===== src/rtl/rfsh_pkg.sv =====
package rfsh_pkg;

    typedef enum logic [2:0] {
        ST_IDLE,
        ST_RP,
        ST_RFC,
        ST_SREF,
        ST_XS
    } rfsh_st_e;

    localparam logic [3:0] CMD_DES = 4'b1111;
    localparam logic [3:0] CMD_NOP = 4'b0111;
    localparam logic [3:0] CMD_PRE = 4'b0010;
    localparam logic [3:0] CMD_REF = 4'b0001;
    localparam logic [3:0] CMD_ACT = 4'b0011;

endpackage


===== src/rtl/rfsh_bank_pick.sv =====
module rfsh_bank_pick #(
    parameter int NUM_BANKS = 8,
    localparam int BA_W = $clog2(NUM_BANKS)
) (
    input  logic [NUM_BANKS-1:0] bank_open,
    output logic                 any_open,
    output logic                 multi_open,
    output logic [BA_W-1:0]      first_idx
);

    always_comb begin
        any_open   = |bank_open;
        // Clearing the lowest set bit leaves a non-zero value only when more than one bank is open.
        multi_open = |(bank_open & (bank_open - NUM_BANKS'(1)));
        first_idx  = '0;
        for (int i = NUM_BANKS - 1; i >= 0; i--) begin
            if (bank_open[i]) first_idx = BA_W'(i);
        end
    end

endmodule


===== src/rtl/rfsh_pend.sv =====
module rfsh_pend #(
    parameter int PEND_MAX = 8,
    localparam int PEND_W = $clog2(PEND_MAX + 1)
) (
    input  logic clk,
    input  logic rst_n,
    input  logic req,
    input  logic pop,
    output logic nz
);

    logic [PEND_W-1:0] cnt_d, cnt_q;

    always_comb begin
        cnt_d = cnt_q;
        if (req && !pop) begin
            if (cnt_q != PEND_W'(PEND_MAX)) cnt_d = cnt_q + 1'b1;
        end else if (!req && pop) begin
            cnt_d = cnt_q - 1'b1;
        end
    end

    always_ff @(posedge clk) begin
        if (!rst_n) cnt_q <= '0;
        else        cnt_q <= cnt_d;
    end

    assign nz = (cnt_q != '0);

    // the count stays within its ceiling
    assert_pend_le_max_R7: assert property (@(posedge clk) disable iff (!rst_n)
        cnt_q <= PEND_W'(PEND_MAX));

    // the sequencer only consumes a request that was counted
    assert_pop_needs_pending_R7: assert property (@(posedge clk) disable iff (!rst_n)
        pop |-> cnt_q != '0);

endmodule


===== src/rtl/rfsh_wgate.sv =====
module rfsh_wgate #(
    parameter int WR_GATE = 512,
    localparam int CNT_W = $clog2(WR_GATE)
) (
    input  logic clk,
    input  logic rst_n,
    input  logic hold,
    input  logic vref_ok,
    output logic write_ok
);

    typedef struct packed {
        logic             armed;
        logic [CNT_W-1:0] cnt;
    } gate_t;

    gate_t g_d, g_q;

    always_comb begin
        g_d = g_q;
        if (hold) begin
            g_d.armed = 1'b1;
            g_d.cnt   = '0;
        end else if (g_q.armed) begin
            if (!vref_ok) begin
                g_d.cnt = '0;
            end else if (g_q.cnt == CNT_W'(WR_GATE - 1)) begin
                g_d.armed = 1'b0;
                g_d.cnt   = '0;
            end else begin
                g_d.cnt = g_q.cnt + 1'b1;
            end
        end
    end

    always_ff @(posedge clk) begin
        if (!rst_n) g_q <= '0;
        else        g_q <= g_d;
    end

    assign write_ok = !g_q.armed;

    // writes are released only after a cycle with a valid reference outside self-refresh
    assert_wr_release_R11: assert property (@(posedge clk) disable iff (!rst_n)
        $rose(write_ok) |-> $past(vref_ok) && !$past(hold));

    // self-refresh blocks writes in the following cycle
    assert_wr_block_R11: assert property (@(posedge clk) disable iff (!rst_n)
        hold |=> !write_ok);

endmodule


===== src/rtl/rfsh_sequencer.sv =====
module rfsh_sequencer #(
    parameter int NUM_BANKS = 8,
    parameter int T_RP      = 6,
    parameter int T_RFC     = 40,
    parameter int NUM_REF   = 2,
    parameter int PEND_MAX  = 8,
    parameter int WR_GATE   = 512,
    localparam int BA_W = $clog2(NUM_BANKS)
) (
    input  logic                 clk,
    input  logic                 rst_n,
    input  logic                 refresh_req,
    input  logic [NUM_BANKS-1:0] bank_open,
    input  logic                 sr_enter,
    input  logic                 sr_exit,
    input  logic                 vref_ok,
    output logic [3:0]           cmd,
    output logic                 a10,
    output logic [BA_W-1:0]      ba,
    output logic                 cke,
    output logic                 bus_grant,
    output logic                 write_ok
);
    import rfsh_pkg::*;

    localparam int TMAX  = (T_RP > T_RFC) ? T_RP : T_RFC;
    localparam int TMR_W = $clog2(TMAX + 1);
    localparam int RL_W  = $clog2(NUM_REF + 1);

    typedef struct packed {
        rfsh_st_e         st;
        logic             to_sref;
        logic [TMR_W-1:0] tmr;
        logic [RL_W-1:0]  left;
        logic [3:0]       cmd;
        logic             a10;
        logic [BA_W-1:0]  ba;
        logic             cke;
        logic             grant;
    } regs_t;

    regs_t r_d, r_q;

    logic            any_open, multi_open, pend_nz, pop;
    logic [BA_W-1:0] first_idx;

    rfsh_bank_pick #(.NUM_BANKS(NUM_BANKS)) u_pick (
        .bank_open  (bank_open),
        .any_open   (any_open),
        .multi_open (multi_open),
        .first_idx  (first_idx)
    );

    rfsh_pend #(.PEND_MAX(PEND_MAX)) u_pend (
        .clk   (clk),
        .rst_n (rst_n),
        .req   (refresh_req),
        .pop   (pop),
        .nz    (pend_nz)
    );

    rfsh_wgate #(.WR_GATE(WR_GATE)) u_wgate (
        .clk      (clk),
        .rst_n    (rst_n),
        .hold     (r_q.st == ST_SREF),
        .vref_ok  (vref_ok),
        .write_ok (write_ok)
    );

    always_comb begin
        r_d     = r_q;
        r_d.cmd = CMD_NOP;
        r_d.a10 = 1'b0;
        r_d.ba  = '0;
        pop     = 1'b0;
        unique case (r_q.st)
            ST_IDLE: begin
                r_d.grant = 1'b1;
                r_d.cke   = 1'b1;
                if (pend_nz || sr_enter) begin
                    r_d.to_sref = !pend_nz;
                    pop         = pend_nz;
                    r_d.grant   = 1'b0;
                    if (any_open) begin
                        r_d.cmd = CMD_PRE;
                        r_d.a10 = multi_open;
                        r_d.ba  = multi_open ? '0 : first_idx;
                        r_d.st  = ST_RP;
                        r_d.tmr = TMR_W'(T_RP - 1);
                    end else begin
                        r_d.cmd = CMD_REF;
                        if (r_d.to_sref) begin
                            r_d.cke = 1'b0;
                            r_d.st  = ST_SREF;
                        end else begin
                            r_d.st   = ST_RFC;
                            r_d.tmr  = TMR_W'(T_RFC - 1);
                            r_d.left = RL_W'(NUM_REF - 1);
                        end
                    end
                end
            end
            ST_RP: begin
                if (r_q.tmr == '0) begin
                    r_d.cmd = CMD_REF;
                    if (r_q.to_sref) begin
                        r_d.cke = 1'b0;
                        r_d.st  = ST_SREF;
                    end else begin
                        r_d.st   = ST_RFC;
                        r_d.tmr  = TMR_W'(T_RFC - 1);
                        r_d.left = RL_W'(NUM_REF - 1);
                    end
                end else begin
                    r_d.tmr = r_q.tmr - 1'b1;
                end
            end
            ST_RFC: begin
                if (r_q.tmr != '0) begin
                    r_d.tmr = r_q.tmr - 1'b1;
                end else if (r_q.left != '0) begin
                    r_d.cmd  = CMD_REF;
                    r_d.tmr  = TMR_W'(T_RFC - 1);
                    r_d.left = r_q.left - 1'b1;
                end else begin
                    r_d.st    = ST_IDLE;
                    r_d.grant = 1'b1;
                end
            end
            ST_SREF: begin
                r_d.cke = 1'b0;
                if (sr_exit) begin
                    r_d.cke = 1'b1;
                    r_d.st  = ST_XS;
                    r_d.tmr = TMR_W'(T_RFC - 1);
                end
            end
            ST_XS: begin
                if (r_q.tmr == '0) begin
                    r_d.st    = ST_IDLE;
                    r_d.grant = 1'b1;
                end else begin
                    r_d.tmr = r_q.tmr - 1'b1;
                end
            end
            default: r_d.st = ST_IDLE;
        endcase
    end

    always_ff @(posedge clk) begin
        if (!rst_n) begin
            r_q       <= '0;
            r_q.st    <= ST_IDLE;
            r_q.cmd   <= CMD_NOP;
            r_q.cke   <= 1'b1;
            r_q.grant <= 1'b1;
        end else begin
            r_q <= r_d;
        end
    end

    assign cmd       = r_q.cmd;
    assign a10       = r_q.a10;
    assign ba        = r_q.ba;
    assign cke       = r_q.cke;
    assign bus_grant = r_q.grant;

    // Checker state: cycles since the last PRE, used for the precharge-gap property.
    logic [TMR_W:0] since_pre_q;
    logic           pre_open_q;

    always_ff @(posedge clk) begin
        if (!rst_n) begin
            since_pre_q <= '0;
            pre_open_q  <= 1'b0;
        end else if (cmd == CMD_PRE) begin
            since_pre_q <= (TMR_W + 1)'(1);
            pre_open_q  <= 1'b1;
        end else begin
            if (since_pre_q != (TMR_W + 1)'(TMAX + 1)) since_pre_q <= since_pre_q + 1'b1;
            if (cmd == CMD_REF) pre_open_q <= 1'b0;
        end
    end

    // several open banks force an all-bank precharge
    assert_pre_all_R2: assert property (@(posedge clk) disable iff (!rst_n)
        (cmd == CMD_PRE && $countones($past(bank_open)) > 1) |-> a10);

    // a precharge is only issued when some bank was open
    assert_pre_needs_open_R3: assert property (@(posedge clk) disable iff (!rst_n)
        cmd == CMD_PRE |-> $past(bank_open) != '0);

    // refresh never comes earlier than T_RP after its precharge
    assert_rp_gap_R4: assert property (@(posedge clk) disable iff (!rst_n)
        (cmd == CMD_REF && pre_open_q) |-> since_pre_q >= (TMR_W + 1)'(T_RP));

    // quiet window after each refresh
    assert_rfc_quiet_R5: assert property (@(posedge clk) disable iff (!rst_n)
        (r_q.st == ST_RFC && r_q.tmr != TMR_W'(T_RFC - 1)) |-> cmd == CMD_NOP);

    // while granted, the sequencer drives only NOP
    assert_grant_idle_R6: assert property (@(posedge clk) disable iff (!rst_n)
        bus_grant |-> cmd == CMD_NOP);

    // clock enable high with precharge
    assert_cke_pre_R8: assert property (@(posedge clk) disable iff (!rst_n)
        cmd == CMD_PRE |-> cke);

    // a refresh with clock enable low is only the self-refresh entry
    assert_cke_ref_R8: assert property (@(posedge clk) disable iff (!rst_n)
        (cmd == CMD_REF && !cke) |-> r_q.st == ST_SREF);

endmodule


===== config.mk =====
export PLATFORM = sky130hd
export DESIGN_NAME = rfsh_sequencer
export DESIGN_NICKNAME = d
export VERILOG_FILES = /design/src/rtl/rfsh_pkg.sv /design/src/rtl/rfsh_bank_pick.sv /design/src/rtl/rfsh_pend.sv /design/src/rtl/rfsh_wgate.sv /design/src/rtl/rfsh_sequencer.sv
export SDC_FILE = /design/constraint.sdc
export NUM_CORES = 1
export LEC_CHECK = 0
export ABC_CLOCK_PERIOD_IN_PS = 6250
export BUFFER_PORTS_ARGS = -buffer_cell sky130_fd_sc_hd__buf_2
export CORE_MARGIN = 4
export CORE_UTILIZATION = 63
export CTS_BUF_LIST = sky130_fd_sc_hd__clkbuf_2
export CTS_CLUSTER_SIZE = 12
export DETAILED_ROUTE_END_ITERATION = 7
export PLACE_DENSITY = 0.85
export SLEW_MARGIN = 0
export SYNTH_ARGS = -nofsm -noshare
export SYNTH_HDL_FRONTEND = slang
export SYNTH_SLANG_ARGS = --single-unit

===== constraint.sdc =====
create_clock -name clk -period 6.25 [get_ports clk]
set_clock_uncertainty 0.2 [all_clocks]
set_input_delay 0 -clock clk [delete_from_list [all_inputs] [get_ports clk]]
set_output_delay 0 -clock clk [all_outputs]
set_load 0.02 [all_outputs]

== Yosys cells after proc, flatten, opt, wreduce, memory -nomap -nowiden ==
Index checks and enable logic that the tools add are counted.

* Output and inout port bits: 11
* Word-level logic and storage cells: 133
* Bits in registers: 36
* Bits of input ports: 14

* Muxes and demuxes: 55
* Eq/ne operators: 22
* Bitwise logic cells: 5
* Add/sub/neg operators: 6
* Reductions and logical operators: 31

{| class="wikitable"
|+ Operator list
! cell !! number
|-
| $mux W3 || 15
|-
| $mux W6 || 7
|-
| $pmux W6 S5 || 1
|-
| $ne A2 B2 Y1 const B || 13
|-
| $mux W22 || 1
|-
| $mux W10 || 2
|-
| $mux W9 || 2
|-
| $pmux W6 S3 || 1
|-
| $mux W4 || 4
|-
| $mux W8 || 2
|-
| $reduce_or A16 Y1 || 1
|-
| $reduce_or A8 Y1 || 2
|-
| $pmux W3 S5 || 1
|-
| $mux W1 || 14
|-
| $reduce_or A14 Y1 || 1
|-
| $reduce_or A13 Y1 || 1
|-
| $mux W12 || 1
|-
| $add A9 B1 Y9 const B || 1
|-
| $eq A9 B9 Y1 const B || 1
|-
| $ne A3 B3 Y1 const B || 3
|-
| $reduce_bool A3 Y1 || 3
|-
| $and A8 B8 Y8 || 1
|-
| $reduce_and A4 Y1 || 2
|-
| $reduce_and A8 Y1 || 1
|-
| 26 further kinds || 38
|}

== Depth between registers and ports, before layout ==
Gate-level depths: netlist of run 1.

* Depth in word-level cells: 12
* Mapped depth: 9
* Depth with buffers taken out: 8

== Hierarchy ==
Synthesis of run 1 repeated with hierarchy kept, for this count alone.

* Cells, all modules: 280
* Area total of the unflattened synthesis: 2227.1 um^2

{| class="wikitable"
|+ By module, submodules not included
! module !! sequential area each (um^2) !! instances !! area each (um^2) !! cells an instance
|-
| rfsh_sequencer || 420.4 || 1 || 1335.0 || 175
|-
| rfsh_wgate || 200.2 || 1 || 457.9 || 53
|-
| rfsh_pend || 80.1 || 1 || 286.5 || 30
|-
| rfsh_bank_pick || 0.0 || 1 || 147.6 || 22
|}

== Least setup slack after synthesis of run 1 ==
OpenSTA, ideal clock, no wires.

* Path type: reg-to-reg
* Start point: register u_pend.cnt_q[0]
* End point: register u_pend.cnt_q[3]
* Buffers on the path: 0
* Data required time: 5979 ps
* Library setup time: 71 ps
* Cell stages (with the launch flop): 9
* Clock period less this slack: 2592 ps
* Arrival: 2321 ps
* Slack: 3658 ps
* Cell sequence: dfxtp_1 -> nor4_2 -> o21ai_1 -> ha_1 -> a21o_1 -> a21oi_1 -> xor2_1 -> or3_1 -> a21oi_1

* Cells in the longest elaborated chain, start to end: 8
* Elaborated cells between the ends (all ways): 16
* Those cells by class: 2 x add/sub; 2 x eq/ne; 5 x mux; 7 x reduce/logical

{| class="wikitable"
|+ Ends and longest elaborated chain
! what !! line !! text
|-
| from (decl) || rfsh_pend.sv:12 || <nowiki>logic [PEND_W-1:0] cnt_d, cnt_q;</nowiki>
|-
| from (signal assigned) || rfsh_pend.sv:25 || <nowiki>else cnt_q <= cnt_d;</nowiki>
|-
| $reduce_bool A4 Y1 || rfsh_pend.sv:28 || <nowiki>assign nz = (cnt_q != '0);</nowiki>
|-
| $logic_or A1 B1 Y1 || rfsh_sequencer.sv:80 || <nowiki>if (pend_nz || sr_enter) begin</nowiki>
|-
| $mux W1 || rfsh_sequencer.sv:80 ||
|-
| $mux W1 || rfsh_sequencer.sv:76 || <nowiki>unique case (r_q.st)</nowiki>
|-
| $logic_not A1 Y1 || rfsh_pend.sv:16 || <nowiki>if (req && !pop) begin</nowiki>
|-
| $logic_and A1 B1 Y1 || rfsh_pend.sv:16 ||
|-
| $ne A2 B2 Y1 (no line) / $reduce_bool A2 Y1 (equally long branches) || n/a ||
|-
| $reduce_and A2 Y1 (no line) || n/a ||
|}

Parallel ways exist; a longest one is shown, timed or not. The select of a mux whose other input is x is not followed.
A chain may end at the register's enable or synchronous reset.

== Worst setup path in the final report of run 1 ==
Ends and elaborated chain as after synthesis.

==> results of run 1 <==
layer usage:
metal	GRT usage, %	part of all wire (%)
met4	8.63	2.2
met1	32.4	43
met2	41.3	48
met5	0	0
met3	5.56	6.9
registers in the layout (all words and copies together) (netlist names):
signal / cells
cmd: 3
cke: 1
ba: 3
r_q: 12
u_pend.cnt_q: 4
a10: 1
bus_grant: 1
u_wgate.g_q: 10
power by group:
part	internal (mW)	leakage [nW]	switching (mW)
Sequential	0.276	0.287	0.0733
Combinational	0.235	0.642	0.328
Clock	0.0236	0.0262	0.0725
cell families after synthesis:
group / Yosys count / share of synthesized area (%)
simple gates: 101 / 25.5
compound gates: 87 / 26.6
flops: 35 / 32.4
buf+inv: 30 / 6.53
xor+xnor: 9 / 3.64
fa+ha+maj: 7 / 4.33
mux: 2 / 0.924
other cells: 1 / 0.173
placed cells by master (no fill, tap or decap), drive strengths merged, types with 9 or more instances in the layout:
| master | Yosys | routed |
|---|---|---|
| dfxtp | 35 | 35 |
| a21oi | 29 | 29 |
| nor2 | 24 | 24 |
| buf | 10 | 23 |
| nand2 | 21 | 21 |
| dlygate4sd3 | 0 | 15 |
| o21ai | 14 | 14 |
| nor3 | 11 | 11 |
| inv | 9 | 9 |
worst register-to-register path, stage by stage, from the launching register on:
cell	delay, ps
dfxtp_1	420
nor4_2	710
o21ai_1	310
ha_1	350
a21o_1	170
a21oi_1	160
xor2_1	90
or3_1	330
a21oi_1	160
cell type report:
| class | instances | area share [%] |
|---|---|---|
| flip-flops and latches | 35 | 29.0 |
| repair buffers | 38 | 11.0 |
| clock buffers | 5 | 1.04 |
| clock inverters | 2 | 0.363 |
| inverters | 9 | 1.40 |
| multi-input cells | 207 | 54.8 |
| well taps | 46 | 2.38 |
stage by stage:
stage | area (um2) | instances
floorplan | 2170 | 272
global placement | 2230 | 320
detailed placement | 2230 | 320
CTS | 2410 | 342
global route | 2410 | 342
finish | 2410 | 342
worst paths after layout:
path / endpoint / slack [ps]
max: u_pend.cnt_q[3]$_SDFFE_PN0P_ / 3300
min: a10$_SDFF_PP0_ / 50
max reg2reg: u_pend.cnt_q[3]$_SDFFE_PN0P_ / 3300
min reg2reg: u_wgate.g_q[8]$_SDFFE_PP0P_ / 290
timing repair:
item | CTS | global route
setup buffers | 0 | 0
hold buffers | 15 | 0
endpoints found under the hold margin | 30 | 0
endpoints found under the setup margin | 0 | 0
==> metrics.cfg, run 1 <==
[floorplan]
start_util_pct = 64.9
row_count = 21
die_x_um = 66.6
die-area_mm2 = 0.00444
fp.dieH_um = 66.6
pin_count = 25
placeableCoreArea_mm2 = 0.00334

[power_and_ir_drop]
power_density_of_the_placed_cells_mw_per_mm2 = 418
power.static_leakage_nw = 0.955
post-layout-total-power_mw = 1.01
worst_ir_drop_vdd_mv = 0.353

[timing]
worst_slew_margin_rel_pct = 50.4
fin_tns_setup_ps = 0
timing.final.setup_violations = 0
timing_hold_violations_final = 0
layout_worst_path_cycle_share_pct = 47.2
post-route-min-period_ps = 2950
max_freq_ghz = 0.339
setup_repair_after_global_routing_missed_its_margin = false
report.final.slew_viol_count = 0
hold-worst-slack_ps = 51.2
worstMarginPinSlew_ps = 738
smallest_setup_slack_after_layout_ps = 3300

[logic_synthesis]
synthesis.area_per_instance_um2 = 7.96
synth_area_mm2 = 0.00217
netlist.area_leader.share_pct = 32.4
synth_seq_area_share_pct = 32.4
synth_fp_nets = 292
synth-async-reset-ratio_pct = 0
yosys_most_used_dff = dfxtp_1
yosysMostFrequentCell = dfxtp_1
post_synth_inst_count = 272
most_area_consuming_cells_after_synthesis = dfxtp_1 (32%), a21oi_1 (6.7%), nor2_1 (4.2%)
ys.warnings.count = 0
synth_edf_count = 0
synth_seq_cells = 35
yosys-top-cells-count = dfxtp_1 (35), a21oi_1 (29), nor2_1 (24)
synth_cell_types = 62
netlist.top_cell.by_area = dfxtp_1

[finish]
fill_cells = 258
final_core_util_pct = 72.4
num_antenna_cells = 0
drive_gt1_share_pct = 12.8
multiInputGateArea_mm2 = 0.00132
seq_area_um2 = 701
layout-area-overhead-vs-synth_pct = 11.5
final_nets = 316

[route]
ant_nets = 0
average_wire_length_per_cell_after_detail_routing_um = 14.6
postRouteWirelength_um = 4990
drt_first_pass_iters = 5
num_vias = 2163
drc = 0
number_of_drc_markers_in_iteration_0 = 172
route.detailed.vias_per_inst = 6.32

[setup_path]
start_kind = flip-flop
timing.critical_path.buf_inv = 0
timing.rr.start = u_pend.cnt_q[0]$_SDFFE_PN0P_
reg2regPathDepth = 8
crit_chain = nor4_2 -> o21ai_1 -> ha_1 -> a21o_1 -> a21oi_1 -> xor2_1 -> or3_1 -> a21oi_1
crit_cells = 8
timing.critical_path.slowest_cell_delay_ps = 710
crit_arrival_ps = 3080
crit_path_frequent_cell = a21oi_1
worst_setup_path_startpoint = u_pend.cnt_q[0]$_SDFFE_PN0P_
path_max_fanout = 9
critical_path.slowest_cell = nor4_2
worstSetupEndpointType = flip-flop
crit_family = simple AND/OR/NAND/NOR gates
timing.critical_path.required_ps = 6380
worstSetupPathType = flip-flop to flip-flop

[cts]
cts-resized-gates = 0
cts_tree = built
path_clk_slew_ps = 180
clk-insertion-delay-late_ps = 380
cts.path.max_buffers = 2
clkSinkCount = 35
cts_buffers = 5
root_driver = clkbuf_2
cts.htree.levels = 2

[hold_path]
worst_hold_path.num_cells = 4
min-delay-start = bank_open[6]
hp-class = primary input to flip-flop

[grt]
grtUsageTotal_pct = 25.2
first_global_vias = 1912
antenna_found_initial = 0
grt_first_pass_wirelength_um = 8730
overflow_left_after_global_routing = 0
grt_max_degree = 27

[placement]
gp_congestion = 0.856
placement.io_buffers = 23
pre_cts_slack_ps = 3360
dpl.hpwl_um = 3390

[job]
drv.max_cap_violation_count = 0

[run_status]
status = finished, final reports clean

No activity file was read; power rests on OpenSTA's default activity.
==> run 2: changes to the inputs <==
--- a/config.mk
+++ b/config.mk
@@ -5,14 +5,14 @@
 export SDC_FILE = /design/constraint.sdc
 export NUM_CORES = 1
 export LEC_CHECK = 0
-export ABC_CLOCK_PERIOD_IN_PS = 6250
+export ABC_CLOCK_PERIOD_IN_PS = 3000
 export BUFFER_PORTS_ARGS = -buffer_cell sky130_fd_sc_hd__buf_2
 export CORE_MARGIN = 4
-export CORE_UTILIZATION = 63
+export CORE_UTILIZATION = 60
 export CTS_BUF_LIST = sky130_fd_sc_hd__clkbuf_2
 export CTS_CLUSTER_SIZE = 12
 export DETAILED_ROUTE_END_ITERATION = 7
-export PLACE_DENSITY = 0.85
+export PLACE_DENSITY = 0.82
 export SLEW_MARGIN = 0
 export SYNTH_ARGS = -nofsm -noshare
 export SYNTH_HDL_FRONTEND = slang
==> constraint.sdc (replaced) <==
create_clock -name clk -period 3 [get_ports clk]
set_clock_uncertainty 0.2 [all_clocks]
set_input_delay 0 -clock clk [delete_from_list [all_inputs] [get_ports clk]]
set_output_delay 0 -clock clk [all_outputs]
set_load 0.02 [all_outputs]
==> metrics.cfg, run 2 (same netlist as run 1, synthesis figures left out) <==
[run_status]
status = finished, final reports clean

[setup_path]
worstSetupPathType = primary input to flip-flop
start_kind = primary input
crit_chain = dlygate4sd3_1 -> buf_2 -> or4_4 -> or2_0 -> o32a_1 -> a311oi_1 -> o21ai_1 -> dlygate4sd3_1
crit_arrival_ps = 2900
timing.critical_path.slowest_cell_delay_ps = 560
timing.reg2reg.setup_slack_ps = 360
worstSetupEndpointType = flip-flop
timing.critical_path.required_ps = 3090
timing.rr.start = r_q[19]$_SDFFE_PN0P_
worst_setup_path_startpoint = bank_open[3]
crit_path_frequent_cell = dlygate4sd3_1
critical_path.slowest_cell = or4_4
timing.critical_path.buf_inv = 3
path_max_fanout = 6
crit_family = buffers and inverters

[placement]
placement.io_buffers = 23
dpl.hpwl_um = 3390
gp_congestion = 0.920
post_dp_area_mm2 = 0.00228
dp_cells = 326
pre_cts_slack_ps = 391

[grt]
grt.met3_usage_pct = 5.58
antenna_found_initial = 0
global_route.peak_usage_layer = met2
first_global_vias = 2005
grt_max_degree = 26
global_route.usage.met1_pct = 31.3
groute.layer.met2.usage_pct = 41.8
grtUsageTotal_pct = 25.0
grt_first_pass_wirelength_um = 8870
overflow_left_after_global_routing = 0

[timing]
setup_repair_after_global_routing_missed_its_margin = false
post-route-min-period_ps = 2810
max_freq_ghz = 0.356
timing.final.setup_violations = 0
worstMarginPinSlew_ps = 524
timing_hold_violations_final = 0
worst_slew_margin_rel_pct = 65.0
report.final.slew_viol_count = 0
layout_worst_path_cycle_share_pct = 93.6
smallest_setup_slack_after_layout_ps = 191
fin_tns_setup_ps = 0
hold-worst-slack_ps = 70.1

[finish]
most_flops_register = r_q
finish.cell_count_without_fillers = 352
final_core_util_pct = 73.1
mostFrequentLayoutCells = dfxtp_1 (35), a21oi_1 (29), nor2_1 (24)
biggestRegsByFlops = r_q x12, u_wgate.g_q x10, u_pend.cnt_q x4
drive_gt1_share_pct = 15.0
num_antenna_cells = 0
post_layout_inst_area_mm2 = 0.00250
final_nets = 325
layout_commonest_cell = dfxtp_1
number_of_flip_flops_under_the_largest_register_name = 12
layout-area-overhead-vs-synth_pct = 15.3

[power_and_ir_drop]
power_density_of_the_placed_cells_mw_per_mm2 = 882
post-layout-total-power_mw = 2.20
power.static_leakage_nw = 1.00
worst_ir_drop_vdd_mv = 0.618

[cts]
clk-insertion-delay-late_ps = 390
cts-resized-gates = 0
cts.htree.levels = 2
cts_setup_buffers = 0
post_cts_hold_buffer_count = 18
cts_buffers = 5
cts.path.max_buffers = 2
clkSinkCount = 35
root_driver = clkbuf_2
path_clk_slew_ps = 160
cts_tree = built

[floorplan]
row_count = 21
fp.dieH_um = 68.1
pin_count = 25
die-area_mm2 = 0.00463
die_x_um = 68.1
placeableCoreArea_mm2 = 0.00342
start_util_pct = 63.4

[route]
num_vias = 2145
ant_nets = 0
drt_first_pass_iters = 5
route.detailed.vias_per_inst = 6.09
number_of_drc_markers_in_iteration_0 = 141
drc = 0
postRouteWirelength_um = 5160
average_wire_length_per_cell_after_detail_routing_um = 14.6

[hold_path]
hp-class = primary input to flip-flop
min-delay-start = bank_open[6]

[job]
drv.max_cap_violation_count = 0

[run 2: final cells by class]
cell class                 instances  area, um2
clock buffer                       7       35.0
sequential                        35        701
fill                             271        920
inverter                           9       33.8
clock inverter                     1       5.00
timing repair buffer              47        340
tap                               46       57.6
multi-input combinational        207       1320
[run 2: worst register-to-register path, cell delays in order (launching register included)]
cell	delay, ps
dfxtp_1	340
or3_1	450
o21ai_1	400
ha_1	310
a21o_1	170
a21oi_1	160
xor2_1	100
or3_1	320
a21oi_1	140
[run 2: worst paths after layout]
| path | depth (start not counted) | end |
|---|---|---|
| min reg2reg | 2 | r_q[11]$_SDFFE_PN0P_ |
| min | 4 | a10$_SDFF_PP0_ |
| max reg2reg | 8 | u_pend.cnt_q[3]$_SDFFE_PN0P_ |
| max | 8 | cke$_SDFFE_PN1P_ |
[run 2: power breakdown]
group	internal, mW	total, mW	leakage, nW	switching [mW]
Clock	0.0637	0.222	0.0330	0.158
Sequential	0.575	0.677	0.287	0.102
Combinational	0.558	1.30	0.685	0.746
Total	1.20	2.20	1.00	1.01
[run 2: metal layers]
metal	vias up	part of all wire (%)
met2	83	46
met1	969	45
li1	1078	-
met4	0	2.5
met3	15	6.5
met5	-	0
